==> config.mk <==
export PLATFORM = sky130hd
export DESIGN_NAME = lpm_seq
export DESIGN_NICKNAME = d
export VERILOG_FILES = /design/src/rtl/lpm_pkg.sv /design/src/rtl/lpm_select.sv /design/src/rtl/lpm_irq_qual.sv /design/src/rtl/lpm_dswake.sv /design/src/rtl/lpm_seq.sv
export SDC_FILE = /design/constraint.sdc
export NUM_CORES = 1
export LEC_CHECK = 0
export BUFFER_PORTS_ARGS = -buffer_cell sky130_fd_sc_hd__clkbuf_2
export CAP_MARGIN = 20
export CORE_UTILIZATION = 39
export CTS_BUF_LIST = sky130_fd_sc_hd__clkbuf_8
export DETAILED_ROUTE_END_ITERATION = 16
export GPL_TIMING_DRIVEN = 0
export PLACE_DENSITY = 0.78
export SKIP_CTS_REPAIR_TIMING = 1
export SYNTH_ARGS = -nofsm -noshare
export SYNTH_HDL_FRONTEND = slang
export SYNTH_SLANG_ARGS = --single-unit
==> constraint.sdc <==
create_clock -name clk -period 2.4 [get_ports clk]
set_clock_uncertainty 0.05 [all_clocks]
set_input_delay 0.48 -clock clk [delete_from_list [all_inputs] [get_ports clk]]
set_output_delay 0.48 -clock clk [all_outputs]
set_load 0.02 [all_outputs]
==> src/rtl/lpm_pkg.sv <==
package lpm_pkg;
  typedef enum logic [2:0] {
    ST_RUN, ST_SLEEP, ST_AMCS, ST_SSBY, ST_SSTAB, ST_DSBY, ST_DSRST
  } lpm_state_e;

  typedef enum logic [2:0] {
    TGT_NONE, TGT_SLEEP, TGT_AMCS, TGT_SSBY, TGT_DSBY
  } lpm_tgt_e;
endpackage

==> src/rtl/lpm_select.sv <==
module lpm_select import lpm_pkg::*; #(
  parameter int MSB_W    = 32,
  parameter int MSC_HI_W = 16
) (
  input  logic                sby,
  input  logic                dsby,
  input  logic                acs_en,
  input  logic [MSB_W-1:0]    mstop_b,
  input  logic [MSC_HI_W-1:0] mstop_c_hi,
  input  logic                ostd_en,
  input  logic                vm1_sel,
  input  logic                vm2_sel,
  output lpm_tgt_e            tgt
);
  logic all_stopped;
  assign all_stopped = acs_en && (&mstop_b) && (&mstop_c_hi);

  always_comb begin
    if (!sby)                     tgt = all_stopped ? TGT_AMCS : TGT_SLEEP;
    else if (ostd_en)             tgt = TGT_NONE;
    else if (dsby && !(vm1_sel || vm2_sel)) tgt = TGT_DSBY;
    else                          tgt = TGT_SSBY;
  end
endmodule

==> src/rtl/lpm_irq_qual.sv <==
module lpm_irq_qual #(
  parameter int NIRQ = 4
) (
  input  logic [NIRQ-1:0] req,
  input  logic [NIRQ-1:0] masked,
  input  logic [NIRQ-1:0] to_dma,
  output logic            cpu_wake,
  output logic            amcs_wake
);
  logic [NIRQ-1:0] live;
  assign live      = req & ~masked;
  assign cpu_wake  = |live;
  assign amcs_wake = |(live & ~to_dma);
endmodule

==> src/rtl/lpm_dswake.sv <==
module lpm_dswake #(
  parameter int NDS         = 4,
  parameter int SYNC_STAGES = 2
) (
  input  logic           clk,
  input  logic           rst_n,
  input  logic [NDS-1:0] src,
  input  logic [NDS-1:0] edge_sel,
  input  logic [NDS-1:0] en,
  input  logic [NDS-1:0] flag_clr,
  output logic [NDS-1:0] flag,
  output logic           cancel
);
  for (genvar g = 0; g < NDS; g++) begin : g_src
    logic [SYNC_STAGES-1:0] sh;
    logic                   prev;
    logic                   hit;
    logic                   flg;

    always_ff @(posedge clk or negedge rst_n) begin
      if (!rst_n) begin
        sh   <= '0;
        prev <= 1'b0;
      end else begin
        sh   <= {sh[SYNC_STAGES-2:0], src[g]};
        prev <= sh[SYNC_STAGES-1];
      end
    end

    assign hit = edge_sel[g] ? (sh[SYNC_STAGES-1] && !prev)
                             : (!sh[SYNC_STAGES-1] && prev);

    always_ff @(posedge clk or negedge rst_n) begin
      if (!rst_n)          flg <= 1'b0;
      else if (hit)        flg <= 1'b1;
      else if (flag_clr[g]) flg <= 1'b0;
    end

    assign flag[g] = flg;
  end

  assign cancel = |(flag & en);
endmodule

==> src/rtl/lpm_seq.sv <==
module lpm_seq import lpm_pkg::*; #(
  parameter int NIRQ        = 4,
  parameter int NDS         = 4,
  parameter int MSB_W       = 32,
  parameter int MSC_HI_W    = 16,
  parameter int CNT_W       = 8,
  parameter int RST_LEN     = 4,
  parameter int SYNC_STAGES = 2
) (
  input  logic                clk,
  input  logic                rst_n,
  input  logic                wait_i,
  input  logic                sby_i,
  input  logic                dsby_i,
  input  logic                acs_en_i,
  input  logic [MSB_W-1:0]    mstop_b_i,
  input  logic [MSC_HI_W-1:0] mstop_c_hi_i,
  input  logic                ostd_en_i,
  input  logic                vm1_rst_sel_i,
  input  logic                vm2_rst_sel_i,
  input  logic [NIRQ-1:0]     irq_req_i,
  input  logic [NIRQ-1:0]     irq_masked_i,
  input  logic [NIRQ-1:0]     irq_to_dma_i,
  input  logic                rst_req_i,
  input  logic [CNT_W-1:0]    stab_cnt_i,
  input  logic [NDS-1:0]      ds_src_i,
  input  logic [NDS-1:0]      ds_edge_i,
  input  logic [NDS-1:0]      ds_en_i,
  input  logic [NDS-1:0]      ds_flag_clr_i,
  input  logic                ds_cause_clr_i,
  input  logic                iokeep_wr_i,
  input  logic                iokeep_wd_i,
  output logic                cpu_clk_en_o,
  output logic                per_clk_en_o,
  output logic                osc_en_o,
  output logic                core_pwr_en_o,
  output logic                ds_rst_o,
  output logic                io_hold_o,
  output logic                ds_cause_o,
  output logic [NDS-1:0]      ds_flag_o
);
  localparam logic [CNT_W-1:0] RST_LOAD = CNT_W'(RST_LEN - 1);

  lpm_state_e       state_q, state_d;
  logic [CNT_W-1:0] cnt_q, cnt_d;
  lpm_tgt_e         tgt;
  logic             cpu_wake, amcs_wake, ds_cancel;
  logic             iokeep_q, hold_q, cause_q;
  logic             ds_fire;

  lpm_select #(.MSB_W(MSB_W), .MSC_HI_W(MSC_HI_W)) u_sel (
    .sby(sby_i), .dsby(dsby_i), .acs_en(acs_en_i), .mstop_b(mstop_b_i),
    .mstop_c_hi(mstop_c_hi_i), .ostd_en(ostd_en_i), .vm1_sel(vm1_rst_sel_i),
    .vm2_sel(vm2_rst_sel_i), .tgt(tgt)
  );

  lpm_irq_qual #(.NIRQ(NIRQ)) u_irq (
    .req(irq_req_i), .masked(irq_masked_i), .to_dma(irq_to_dma_i),
    .cpu_wake(cpu_wake), .amcs_wake(amcs_wake)
  );

  lpm_dswake #(.NDS(NDS), .SYNC_STAGES(SYNC_STAGES)) u_ds (
    .clk(clk), .rst_n(rst_n), .src(ds_src_i), .edge_sel(ds_edge_i),
    .en(ds_en_i), .flag_clr(ds_flag_clr_i), .flag(ds_flag_o), .cancel(ds_cancel)
  );

  assign ds_fire = (state_q == ST_DSBY) && ds_cancel && !rst_req_i;

  always_comb begin
    state_d = state_q;
    cnt_d   = cnt_q;
    if (rst_req_i) begin
      state_d = ST_RUN;
      cnt_d   = '0;
    end else begin
      unique case (state_q)
        ST_RUN: if (wait_i) begin
          unique case (tgt)
            TGT_SLEEP: state_d = ST_SLEEP;
            TGT_AMCS:  state_d = ST_AMCS;
            TGT_SSBY:  state_d = ST_SSBY;
            TGT_DSBY:  state_d = ST_DSBY;
            default:   state_d = ST_RUN;
          endcase
        end
        ST_SLEEP: if (cpu_wake)  state_d = ST_RUN;
        ST_AMCS:  if (amcs_wake) state_d = ST_RUN;
        ST_SSBY:  if (cpu_wake) begin
          state_d = ST_SSTAB;
          cnt_d   = stab_cnt_i;
        end
        ST_SSTAB, ST_DSRST: begin
          if (cnt_q == '0) state_d = ST_RUN;
          else             cnt_d   = cnt_q - 1'b1;
        end
        ST_DSBY: if (ds_cancel) begin
          state_d = ST_DSRST;
          cnt_d   = RST_LOAD;
        end
        default: state_d = ST_RUN;
      endcase
    end
  end

  always_ff @(posedge clk or negedge rst_n) begin
    if (!rst_n) begin
      state_q  <= ST_RUN;
      cnt_q    <= '0;
      iokeep_q <= 1'b0;
      hold_q   <= 1'b0;
      cause_q  <= 1'b0;
    end else begin
      state_q <= state_d;
      cnt_q   <= cnt_d;
      if (iokeep_wr_i) iokeep_q <= iokeep_wd_i;
      if (ds_fire && iokeep_q) hold_q <= 1'b1;
      else if (!iokeep_q)      hold_q <= 1'b0;
      if (ds_fire)             cause_q <= 1'b1;
      else if (ds_cause_clr_i) cause_q <= 1'b0;
    end
  end

  assign cpu_clk_en_o  = (state_q == ST_RUN);
  assign per_clk_en_o  = (state_q == ST_RUN) || (state_q == ST_SLEEP);
  assign osc_en_o      = (state_q != ST_SSBY) && (state_q != ST_DSBY);
  assign core_pwr_en_o = (state_q != ST_DSBY);
  assign ds_rst_o      = (state_q == ST_DSRST);
  assign io_hold_o     = (state_q == ST_DSBY) || hold_q;
  assign ds_cause_o    = cause_q;
endmodule

# Word-level counts from Yosys, hierarchy flattened
# Cells that the tools add are included.
[totals] reg_bits=30 latch_bits=0 ramBits=0 mem_bits_ro=0 wordCells=121 memories=0
[classes] add_sub_neg=1 multipliers=0 n_div=0 n_lt_le_gt_ge=0 eq_ne=20 shifts=0 n_mux=34 bitwise_logic=5 reduce_logical=44
[ops] cell="2-to-1 mux 8 bit" n=4
[ops] cell="AND reduction 32 bit" n=1
[ops] cell="2-to-1 mux 3 bit" n=10
[ops] cell="!= test 3 bit (second input constant)" n=8
[ops] cell="one-hot mux 8 bit (3 select lines)" n=1
[ops] cell="one-hot mux 3 bit (6 select lines)" n=1
[ops] cell="2-to-1 mux 1 bit" n=16
[ops] cell="AND reduction 16 bit" n=1
[ops] cell="logical AND 1 bit" n=15
[ops] cell="AND 4 bit" n=3
[ops] cell="== test 3 x 2 -> 1 bit (second input constant)" n=4
[ops] cell="== test 3 bit (second input constant)" n=4
[ops] cell="one-hot mux 3 bit (4 select lines)" n=1
[ops] cell="OR reduction 4 bit" n=3
[ops] cell="zero test 1 bit" n=10
[ops] cell="nonzero test 2 bit" n=5
[ops] cell="zero test 8 bit" n=1
[ops] cell="NOT 4 bit" n=2
[ops] cell="subtractor 8 x 1 -> 8 bit (second input constant)" n=1
[ops] cell="== test 3 x 1 -> 1 bit (second input constant)" n=2
[ops] cell="AND reduction 6 bit" n=1
[ops] cell="AND reduction 4 bit" n=1
[ops] cell="nonzero test 4 bit" n=1
[ops] cell="zero test 3 bit" n=1
[ops] cell="other kinds (5)" n=7

# Depth between registers and ports, before layout
# Gate-level depths: netlist of run 1.
[depth] depth_word=11 depth_mapped=7 depth_no_buf=7

# Cells and area by module
# A second synthesis of run 1 with hierarchy kept.
[unflattened] cells_unflattened=187 hier_area_um2=1830.5
[by_module_without_submodules] module="lpm_seq" n_inst=1 cells_each=113 area_each_um2=1042.2 seq_area_each_um2=350.3
[by_module_without_submodules] module="lpm_dswake" n_inst=1 cells_each=39 area_each_um2=553.0 seq_area_each_um2=400.4
[by_module_without_submodules] module="lpm_select" n_inst=1 cells_each=26 area_each_um2=166.4 seq_area_each_um2=0.0
[by_module_without_submodules] module="lpm_irq_qual" n_inst=1 cells_each=9 area_each_um2=68.8 seq_area_each_um2=0.0

# Worst setup path after synthesis of run 1
# No wires, ideal clock.
[synth_path] kind="register to register" startpoint="register cnt_q[4]" endpoint="register state_q[1]" setup_time_ns=0.125 arrival_ns=2.193 required_time_ns=2.225 slack_ns=0.032 stages_incl_launch_ff=6 cell_sequence="dfrtp_1 > or4_4 > or4b_4 > o2bb2ai_1 > nor3_1 > mux2_2"
[synth_via] elab_chain_cells=3
[synth_lines] element="start, declared" line_no="lpm_seq.sv:45" rtl="logic [CNT_W-1:0] cnt_q, cnt_d;"
[synth_lines] element="start signal, assigned" line_no="lpm_seq.sv:114" rtl="cnt_q <= cnt_d;"
[synth_lines] element="zero test 8 bit" line_no="lpm_seq.sv:93" rtl="if (cnt_q == '0) state_d = ST_RUN;"
[synth_lines] element="!= test 3 bit (no source line)"
[synth_lines] element="AND reduction 6 bit (no source line)"
[synth_lines] element="end signal, assigned" line_no="lpm_seq.sv:113" rtl="state_q <= state_d;"
[synth_lines] element="end, declared" line_no="lpm_seq.sv:44" rtl="lpm_state_e state_q, state_d;"
# Every way passes these cells.
# A chain may end at the register's enable or synchronous reset.

# Worst setup path after layout of run 1
# Ends and elaborated chain as after synthesis.

==> impl_results.md, run 1 <==
- First-pass GRT wire length: 6403 um
- Crit share post-route: a little over nine tenths
- Fillers: ~380
- Post-Synth Simple-Gate Area: 24.18%
- Top_reg_cell synth: dfrtp_1
- Period minus WS final: 2375 ps
- Post-synth EDFFs: 0
- Synth area leaders: dfrtp_1, nand4_1, nand2b_1, inv_1, a22oi_1
- Routed wire length per instance: between 10 and 15 um
- Count leader, synth: dfrtp_1
- Commonest cells post-synth: dfrtp_1, inv_1, nand4_1
- CTS Sinks: 30
- Part of the power in registers: 39.6%
- Post-Route Utilization: about three fifths
- Post-Syn Area: 1677 um2
- Synth Area in Adders: 1.493%
- Max Slew Vio Count: 0
- Worst hold path class: primary input to asynchronous set/reset pin
- Final hold vios: 0
- Comb pwr share: 25.3%
- Clk root buf: clkbuf_8
- Synth Area in XOR/XNOR: under 10%
- # diodes: 0
- Family with the most delay on the worst path: simple AND/OR/NAND/NOR gates
- Switching Share: a little over a quarter
- Yosys cell types: 42
- Syn avg cell area: between 9 and 10 um2
- Worst VDD drop: 448.0 uV
- Core area: 4058 um2
- Leakage: 1.225 nW
- Synth-to-layout area growth: 45.82%
- Fin nets: around 390
- Die span in y: 67.57 um
- DRT Pass-1 Iters: 4
- Largest net degree at the start of global routing: 31
- Placed Instance Area: 2275 um2
- CP Launch Type: flop
- Synthesized flop and latch total: 30
- Setup CP Type: flop to flop
- DRC: 0
- Relative slew slack: roughly half
- Outcome: completed
- Crit-path cells: or4_4 -> or4b_4 -> o2bb2ai_1 -> nor3_2 -> mux2_2
- Worst Setup End Kind: flop
- Required @ worst endpoint: between 2000 and 3000 ps
- Crit path max fanout: 3
- Congestion Overflow GR: 0
- # port buffers: 107
- Synth Area in Compound Gates: 17.46%
- Clock power frac: 35.2%
- Fmax: roughly 420 MHz
- CTS H-tree depth: 2
- Global placement routability congestion: just over 0.8
- Seq. cell area: 750.7 um2
- WP data arrival: 2500 ps
- Maximum buffer depth of the clock tree: 2
- Post-route cell area: 2445 um2
- CTS tree: built
- Cells after synthesis: 171
- Critical R2R Launch: cnt_q[4]
- Clk slew on worst S/H paths: roughly 70 ps
- # rows: 23
- Antenna violations before repair: 0
- FFs w/ async S/R, synth: 100.0%
- DRT Wirelength: 4412 um
- Initial DRC Count: 53
- CTS buffer count: 5
- P per Cell Area: 603.0 nW/um2
- Dpl hpwl: 3507 um
- Synth area leader: dfrtp_1
- Power consumption: 1.474 mW
- RSZ-0062 raised after global routing: yes
- Vias/cell: 5.245
- Slew @ Worst Pin: 755.8 ps
- Synth top area share: ~45%
- Post-Syn Nets: 270
- I/O pin cnt: 108
- Die area: 4565 um2
- Seq/Total Area, Yosys: 44.78%
- Fin cells: 339
- Skew-Pair Late Insertion Delay: 280 ps
- Starting Density: between 40% and 50%
- Slowest CP cell: or4_4
- Setup violators final: 0
- Mux cell area share after synthesis: 3.209%
- Multi-input gate area: 848.3 um2
- Placed Cells: 328
- Via count: 1778
- GRT Resource Usage Total: around a fifth
- Vias in the first global route: 1524
- Largest family of logic cells by synthesized area: simple AND/OR/NAND/NOR gates
- Die width: 67.57 um
- Layout cell share with drive strength beyond 1: 47.40%
- Pint: roughly 1.1 mW
- YS warnings: 0
- CP bufs+invs: 0
- Max incr delay on CP: 550 ps
- Max Cap Viol: 0
- Routed Antenna Nets: 0
- Beginning of the critical path: cnt_q[4]
- NetSw: 402.1 uW
routing by layer:
| layer | vias to the layer above | global-route usage, % | part of all wire [%] |
|---|---|---|---|
| li1 | 870 | - | - |
| met1 | 826 | 21.50 | 38 |
| met2 | 77 | 35.64 | 53 |
| met3 | 5 | 4.899 | 8.4 |
| met4 | 0 | 7.979 | 1.1 |
| met5 | - | 0 | 0 |
flip-flops by register name (all words and copies together), names as in the netlist:
register and flops:
hold_q 1, u_ds.g_src.prev 4, u_ds.g_src.sh 8, iokeep_q 1, ds_cause_o 1, cnt_q 8
u_ds.g_src.flg 4, state_q 3
final timing paths:
path	endpoint	slack (ps)	cells after the start
hold reg to reg	u_ds.g_src[2].sh[1]	300	0
setup / recovery	state_q[1]	30	5
hold / removal	cnt_q[7]	200	1
min in group clk	u_ds.g_src[0].sh[0]	250	1
max in group asynchronous	u_ds.g_src[0].prev	1600	1
setup reg to reg	state_q[1]	30	5
cell families after synthesis:
| family | count (synthesis) |
|---|---|
| flops | 30 |
| buf+inv | 22 |
| fa+ha+maj | 2 |
| compound gates | 37 |
| simple gates | 70 |
| xor+xnor | 5 |
| mux | 5 |
cell usage in the layout, fill, tap and decap left out, drive strengths merged, types with 2 or more instances in the layout:
cell      n
a21oi     3
a221o     2
a22o      2
a22oi     5
a31o      2
buf       9
clkbuf  117
dfrtp    30
ha        2
inv      13
mux2      3
mux2i     2
nand2    10
nand2b   10
nand3     2
nand3b    4
nand4    13
nor2     10
nor2b     2
nor3      6
nor3b     2
nor4      4
o21ai     7
o221ai    4
o31ai     5
or4       2
xnor2     3
xor2      2
power groups by stage:
stage	clock, mW	sequential, mW	combinational (mW)
after floorplan	0	0.583	0.215
after global placement	0	0.590	0.346
after detailed placement	0	0.592	0.351
after CTS	0.537	0.583	0.353
after global routing	0.558	0.588	0.419
final	0.518	0.583	0.373
cell type report:
class,count,share of cell area [%]
plain buffers,9,2.303
inverters,13,1.996
clock buffers,6,3.378
well taps,50,2.559
flip-flops and latches,30,30.71
clock inverters,1,1.228
multi-input cells,119,34.70
repair buffers,111,23.13
through the flow:
stage	setup WS (ps)	hold WS [ps]	TNS, ps
final	25.27	201.3	0
after global routing	-63.06	237.4	-223.8
after CTS	-111.0	219.1	-683.4
after detailed placement	-104.4	289.7	-598.3
after global placement	-87.11	281.7	-242.7
after floorplan	32.36	134.4	0
No activity file was read; power rests on OpenSTA's default activity.
==> run 2: changes to the inputs <==
--- a/config.mk
+++ b/config.mk
@@ -12,6 +12,7 @@
 export DETAILED_ROUTE_END_ITERATION = 16
 export GPL_TIMING_DRIVEN = 0
 export PLACE_DENSITY = 0.78
+export SETUP_SLACK_MARGIN = 0.5
 export SKIP_CTS_REPAIR_TIMING = 1
 export SYNTH_ARGS = -nofsm -noshare
 export SYNTH_HDL_FRONTEND = slang
==> impl_results.md, run 2 (synthesis gave the netlist of run 1 again) <==
- Outcome: finished, violations left
- Violated checks: negative setup slack
- Routed wire length per instance: 13.23 um (+1.7%)
- CP Launch Type: flop
- Crit share post-route: 101.0% (+2.1 points)
- Die width: 67.57 um (unchanged)
- Largest net degree at the start of global routing: 31 (unchanged)
- Die area: 4565 um2 (unchanged)
- Most common cell after layout, fill and taps aside: clkbuf_2
- Most frequent cells in the layout: clkbuf_2, dfrtp_1, nand4_1
- Maximum buffer depth of the clock tree: 2 (unchanged)
- Worst Setup End Kind: flop
- Worst hold path class: primary input to asynchronous set/reset pin
- Biggest regs: cnt_q (8), u_ds.g_src.sh (8)
- DRT Wirelength: 4485 um (+1.7%)
- Wire length on met2: 2526 um (+8.1%)
- Via count: 1751 (-1.5%)
- Clk slew on worst S/H paths: 70 ps (about the same)
- Post-Route Utilization: 61.98% (+1.7 points)
- FF-to-FF End: cnt_q[4]
- DRT Pass-1 Iters: 4 (unchanged)
- GRT Resource Usage Total: 19.35% (-0.30 points)
- Dpl hpwl: 3507 um (about the same)
- Vias in the first global route: 1584 (+3.9%)
- CTS tree: built
- Slew @ Worst Pin: 736.6 ps (-19.26 ps)
- WP data arrival: 2550 ps (+50 ps)
- Setup violators final: 3 (+3)
- Core area: 4058 um2 (unchanged)
- Routed wl met3: 256 um (-31%)
- Fin nets: 388 (unchanged)
- Final hold vios: 0 (unchanged)
- R2r setup slk: -30 ps (-50 ps)
- Reg2reg path depth: 7 (+2)
- DRC: 0 (unchanged)
- CTS H-tree depth: 2 (unchanged)
- Starting Density: 41.32% (unchanged)
- Leakage: 1.251 nW (+2.1%)
- Fmax: 412.3 MHz (-2.1%)
- Vias/cell: 5.165 (-1.5%)
- # diodes: 0 (unchanged)
- Critical R2R Launch: cnt_q[4]
- Top sig layer: met4
- Relative slew slack: 50.90% (+1.3 points)
- Congestion Overflow GR: 0 (unchanged)
- Initial DRC Count: 98 (+85%)
- First-pass GRT wire length: 6548 um (+2.3%)
- I/O pin cnt: 108 (unchanged)
- Max Cap Viol: 0 (unchanged)
- Clk root buf: clkbuf_8
- Die span in y: 67.57 um (unchanged)
- CTS buffer count: 5 (unchanged)
- Global placement routability congestion: 0.8242 (-0.72%)
- Required @ worst endpoint: 2520 ps (about the same)
- P per Cell Area: 593.5 nW/um2 (-1.6%)
- Setup CP Type: flop to flop
- # port buffers: 107 (unchanged)
- Antenna violations before repair: 0 (unchanged)
- Period minus WS final: 2425 ps (+50.45 ps)
- RSZ-0062 raised after global routing: yes
- CTS Sinks: 30 (unchanged)
- Post-route setup slack: -25.19 ps (-50.45 ps)
- Met1 wire length: 1666 um (+0.54%)
- Routed Antenna Nets: 0 (unchanged)
- Crit path max fanout: 4 (+1)
- Skew-Pair Late Insertion Delay: 280 ps (about the same)
- Synth-to-layout area growth: 50.00%
- Layout cell share with drive strength beyond 1: 50.17% (+2.8 points)
- Hold WS: 206.0 ps (+4.689 ps)
- Max Slew Vio Count: 0 (unchanged)
- # rows: 23 (unchanged)
- Worst VDD drop: 378.8 uV (-15%)
## run 2: changes by cell type in the layout (fill, tap and decap cells not counted), moves of 2 or more
| cell | before | now |
|---|---|---|
| clkbuf_2 | 107 | 105 |
| buf_4 | 8 | 10 |
| clkbuf_1 | 4 | 1 |
| buf_6 | 1 | 3 |
## run 2: cell type report
cell class              instances  area (um2)
fillers                       338        1543
inverters                      13       48.80
plain buffers                   9       65.06
well taps                      50       62.56
multi-input cells             119       897.1
clock buffers                   6       82.58
clock inverters                 1       30.03
flip-flops and latches         30       750.7
repair buffers                111       578.1
## run 2: how the worst max path moves through the flow
stage,endpoint,slack [ps],startpoint
after floorplan,cnt_q[0],110,cnt_q[4]
after global placement,cnt_q[1],-40,state_q[2]
after detailed placement,cnt_q[1],-80,cnt_q[4]
after CTS,cnt_q[1],-120,cnt_q[4]
after global routing,cnt_q[4],-90,cnt_q[4]
final,cnt_q[4],-30,cnt_q[4]
## run 2: power by group
group          leakage [nW]  internal [mW]  switching (mW)
Combinational         0.820          0.203           0.190
Sequential            0.373          0.549          0.0372
Clock                0.0573          0.332           0.181
Total                  1.25           1.08           0.408
## run 2: per-layer routing
metal,global-route usage (%),vias up
li1,-,870
met1,21.12,807
met3,4.730,4
met2,36.63,70
met4,4.787,0
met5,0,-
## run 2: per-stage QoR
stage	cell area, um2	power (mW)	cells	TNS [ps]	worst slack (ps)
floorplan	1682	0.7991	171	0	112.3
global placement	2280	0.9361	328	-100.4	-42.98
detailed placement	2280	0.9466	328	-232.6	-81.10
CTS	2392	1.464	335	-525.8	-123.0
global route	2515	1.574	339	-544.3	-93.55
finish	2515	1.493	339	-51.29	-25.19
## run 2: critical path, stage by stage (launching register included)
cell and delay (ps):
dfrtp_1 420, or4_4 560, or4b_4 530, a221oi_4 290, buf_6 150, buf_6 110, o21ai_0 100, o31ai_1 120
==> run 3: changes to the inputs <==
--- a/config.mk
+++ b/config.mk
@@ -7,13 +7,14 @@
 export LEC_CHECK = 0
 export BUFFER_PORTS_ARGS = -buffer_cell sky130_fd_sc_hd__clkbuf_2
 export CAP_MARGIN = 20
-export CORE_UTILIZATION = 39
+export CORE_UTILIZATION = 41
 export CTS_BUF_LIST = sky130_fd_sc_hd__clkbuf_8
 export DETAILED_ROUTE_END_ITERATION = 16
 export GPL_TIMING_DRIVEN = 0
-export PLACE_DENSITY = 0.78
+export PLACE_DENSITY = 0.79
 export SETUP_SLACK_MARGIN = 0.5
 export SKIP_CTS_REPAIR_TIMING = 1
 export SYNTH_ARGS = -nofsm -noshare
 export SYNTH_HDL_FRONTEND = slang
+export SYNTH_HIERARCHICAL = 1
 export SYNTH_SLANG_ARGS = --single-unit
==> impl_results.md, run 3 <==
- Die width: 68.82 um (+1.9%)
- Setup violators final: 0 (-3)
- # rows: 23 (unchanged)
- Synth area leaders: dfrtp_1, nand4_1, nand2b_1, nor2_1, mux2_4
- Synthesized flop and latch total: 30 (unchanged)
- Seq. cell area: 753.2 um2 (+0.33%)
- CTS Sinks: 30 (unchanged)
- Layout cell share with drive strength beyond 1: 53.04% (+2.9 points)
- Die span in y: 68.82 um (+1.9%)
- # port buffers: 106 (-0.93%)
- Count leader, synth: dfrtp_1
- Final hold vios: 0 (unchanged)
- Skew-Pair Late Insertion Delay: 280 ps (about the same)
- Max incr delay on CP: 380 ps (-180 ps)
- Crit-path cells: buf_6 -> nand4_1 -> nor4_4 -> and4_1 -> o21ai_2 -> nor3_2 -> a21oi_1 -> or3b_4 -> a21boi_2
- Via count: 1965 (+12%)
- Most frequent cells in the layout: clkbuf_2, dfrtp_1, buf_4
- DRC: 0 (unchanged)
- Syn avg cell area: 9.789 um2 (-0.16%)
- Max Slew Vio Count: 0 (unchanged)
- Max Cap Viol: 0 (unchanged)
- Die area: 4736 um2 (+3.7%)
- P per Cell Area: 489.4 nW/um2 (-18%)
- Outcome: completed
- I/O pin cnt: 108 (unchanged)
- YS warnings: 6 (+6)
- Slowest CP cell: or3b_4
- Routed Antenna Nets: 0 (unchanged)
- Multi-input gate area: 1092 um2 (+22%)
- Maximum buffer depth of the clock tree: 2 (unchanged)
- Fin cells: 363 (+7.1%)
- Crit share post-route: 80.93% (-20 points)
- Antenna violations before repair: 0 (unchanged)
- First-pass GRT wire length: 7189 um (+9.8%)
- Crit path max fanout: 2 (-2)
- Vias in the first global route: 1723 (+8.8%)
- Clk root buf: clkbuf_8
- Post-Syn Nets: 286 (+5.9%)
- Synth area leader: dfrtp_1
- GRT Resource Usage Total: 20.51% (+1.2 points)
- Slew @ Worst Pin: 746.1 ps (+9.494 ps)
- Relative slew slack: 50.26% (-0.63 points)
- CP Launch Type: primary input
- Seq/Total Area, Yosys: 41.01% (-3.8 points)
- Synth top area share: 41.01% (-3.8 points)
- CTS buffer count: 5 (unchanged)
- Required @ worst endpoint: 2560 ps (+40 ps)
- Routed wire length per instance: 14.37 um (+8.7%)
- Period minus WS final: 1942 ps (-482.9 ps)
- Worst VDD drop: 301.5 uV (-20%)
- Commonest cells post-synth: dfrtp_1, nor2_1, nand4_1, nand2_1
- Largest net degree at the start of global routing: 31 (unchanged)
- Vias/cell: 5.413 (+4.8%)
- Fmax: 514.8 MHz (+25%)
- Fin nets: 412 (+6.2%)
- Fillers: 335 (-0.89%)
- Clk slew on worst S/H paths: 60 ps (about the same)
- Setup CP Type: primary input to flop
- Setup tns final: 0 ps (+51.29 ps)
- DRT Pass-1 Iters: 4 (unchanged)
- Dpl hpwl: 3668 um (+4.6%)
- Initial DRC Count: 114 (+16%)
- CTS H-tree depth: 2 (unchanged)
- Synth-to-layout area growth: 50.65%
- Leakage: 1.361 nW (+8.8%)
- Starting Density: 44.17% (+2.9 points)
- Yosys cell types: 52 (+24%)
- Worst Setup End Kind: flop
- Congestion Overflow GR: 0 (unchanged)
- CTS tree: built
- WP data arrival: 2100 ps (-450 ps)
- DRT Wirelength: 5218 um (+16%)
- Most common cell after layout, fill and taps aside: clkbuf_2
- Placed Cells: 343 (+4.6%)
- Post-synth EDFFs: 0 (unchanged)
- Reg2reg path depth: 5 (-2)
- Core area: 4144 um2 (+2.1%)
- Global placement routability congestion: 0.8088 (-1.9%)
- # diodes: 0 (unchanged)
- FFs w/ async S/R, synth: 100.0% (unchanged)
- Cells after synthesis: 187 (+9.4%)
- Biggest regs: cnt_q (8), u_ds/g_src.sh (8)
- Worst hold path class: primary input to asynchronous set/reset pin
- Top_reg_cell synth: dfrtp_1
- RSZ-0062 raised after global routing: yes
- Post-Syn Area: 1831 um2 (+9.2%)
## run 3: changes by cell type in the layout (fill, tap and decap cells not counted), moves of 4 or more
cell,change
a21oi_1,+4
buf_4,+10
clkbuf_2,-6
o21ai_0,-4
or3b_1,+4
## run 3: stage by stage
stage                     area [um2]  power (mW)  setup WS (ps)  hold WS [ps]  utilization [%]
after floorplan                 1833      0.7658          384.9         134.4                -
after global placement          2426      0.8957          151.6         282.9            58.54
after detailed placement        2426      0.9032          127.4         287.0            58.54
after CTS                       2505       1.281          151.6         242.3            60.45
after global routing            2758       1.422          384.4         244.5            66.55
final                           2758       1.349          457.7         205.2            66.55
## run 3: area by class of cell
type	count	share of cell area, %
plain buffers	10	2.722
clock buffers	5	2.495
clock inverters	2	0.3630
inverters	10	1.361
multi-input cells	137	39.61
flip-flops and latches	30	27.31
well taps	50	2.269
repair buffers	119	23.87
## run 3: kinds of logic (layout without fill, tap and decap cells)
family	count (synthesis)	after routing	share of synthesized area, %
AO/OA/AOI/OAI	45	45	19.00
XOR/XNOR	4	4	1.914
adder cells (fa/ha/maj)	2	2	1.367
buffers and inverters	20	146	5.058
flip-flops	30	30	41.01
multiplexers	8	8	5.400
AND/OR/NAND/NOR	78	78	26.25
## run 3: power breakdown
part | switching (mW) | total [mW] | internal (mW)
sequential | 0.0405 | 0.585 | 0.544
combinational | 0.180 | 0.387 | 0.207
clock | 0.184 | 0.378 | 0.194
total | 0.404 | 1.35 | 0.945
## run 3: layer usage
metal  share of wire [%]  track usage (%)  vias up
li1                    -                -      954
met3                 5.7            6.579        9
met2                  53            35.91       79
met1                  39            23.57      923
met4                 1.9            6.633        0
met5                   0                0        -
## run 3: worst paths after layout
kind,end,slack [ps],start
max,state_q[0],460,mstop_b_i[21]
min,cnt_q[4],210,rst_n
max reg2reg,cnt_q[4],510,cnt_q[3]
min reg2reg,u_ds/g_src[2].sh[1],300,u_ds/g_src[2].sh[0]
max in group asynchronous,cnt_q[3],1580,rst_n
min in group clk,u_ds/g_src[0].sh[0],250,ds_src_i[0]
## run 3: critical path, delay by kind of cell
family                 cells  cell delay (ps)
buffers and inverters      1               70
AND/OR/NAND/NOR            5             1280
AO/OA/AOI/OAI              3              260
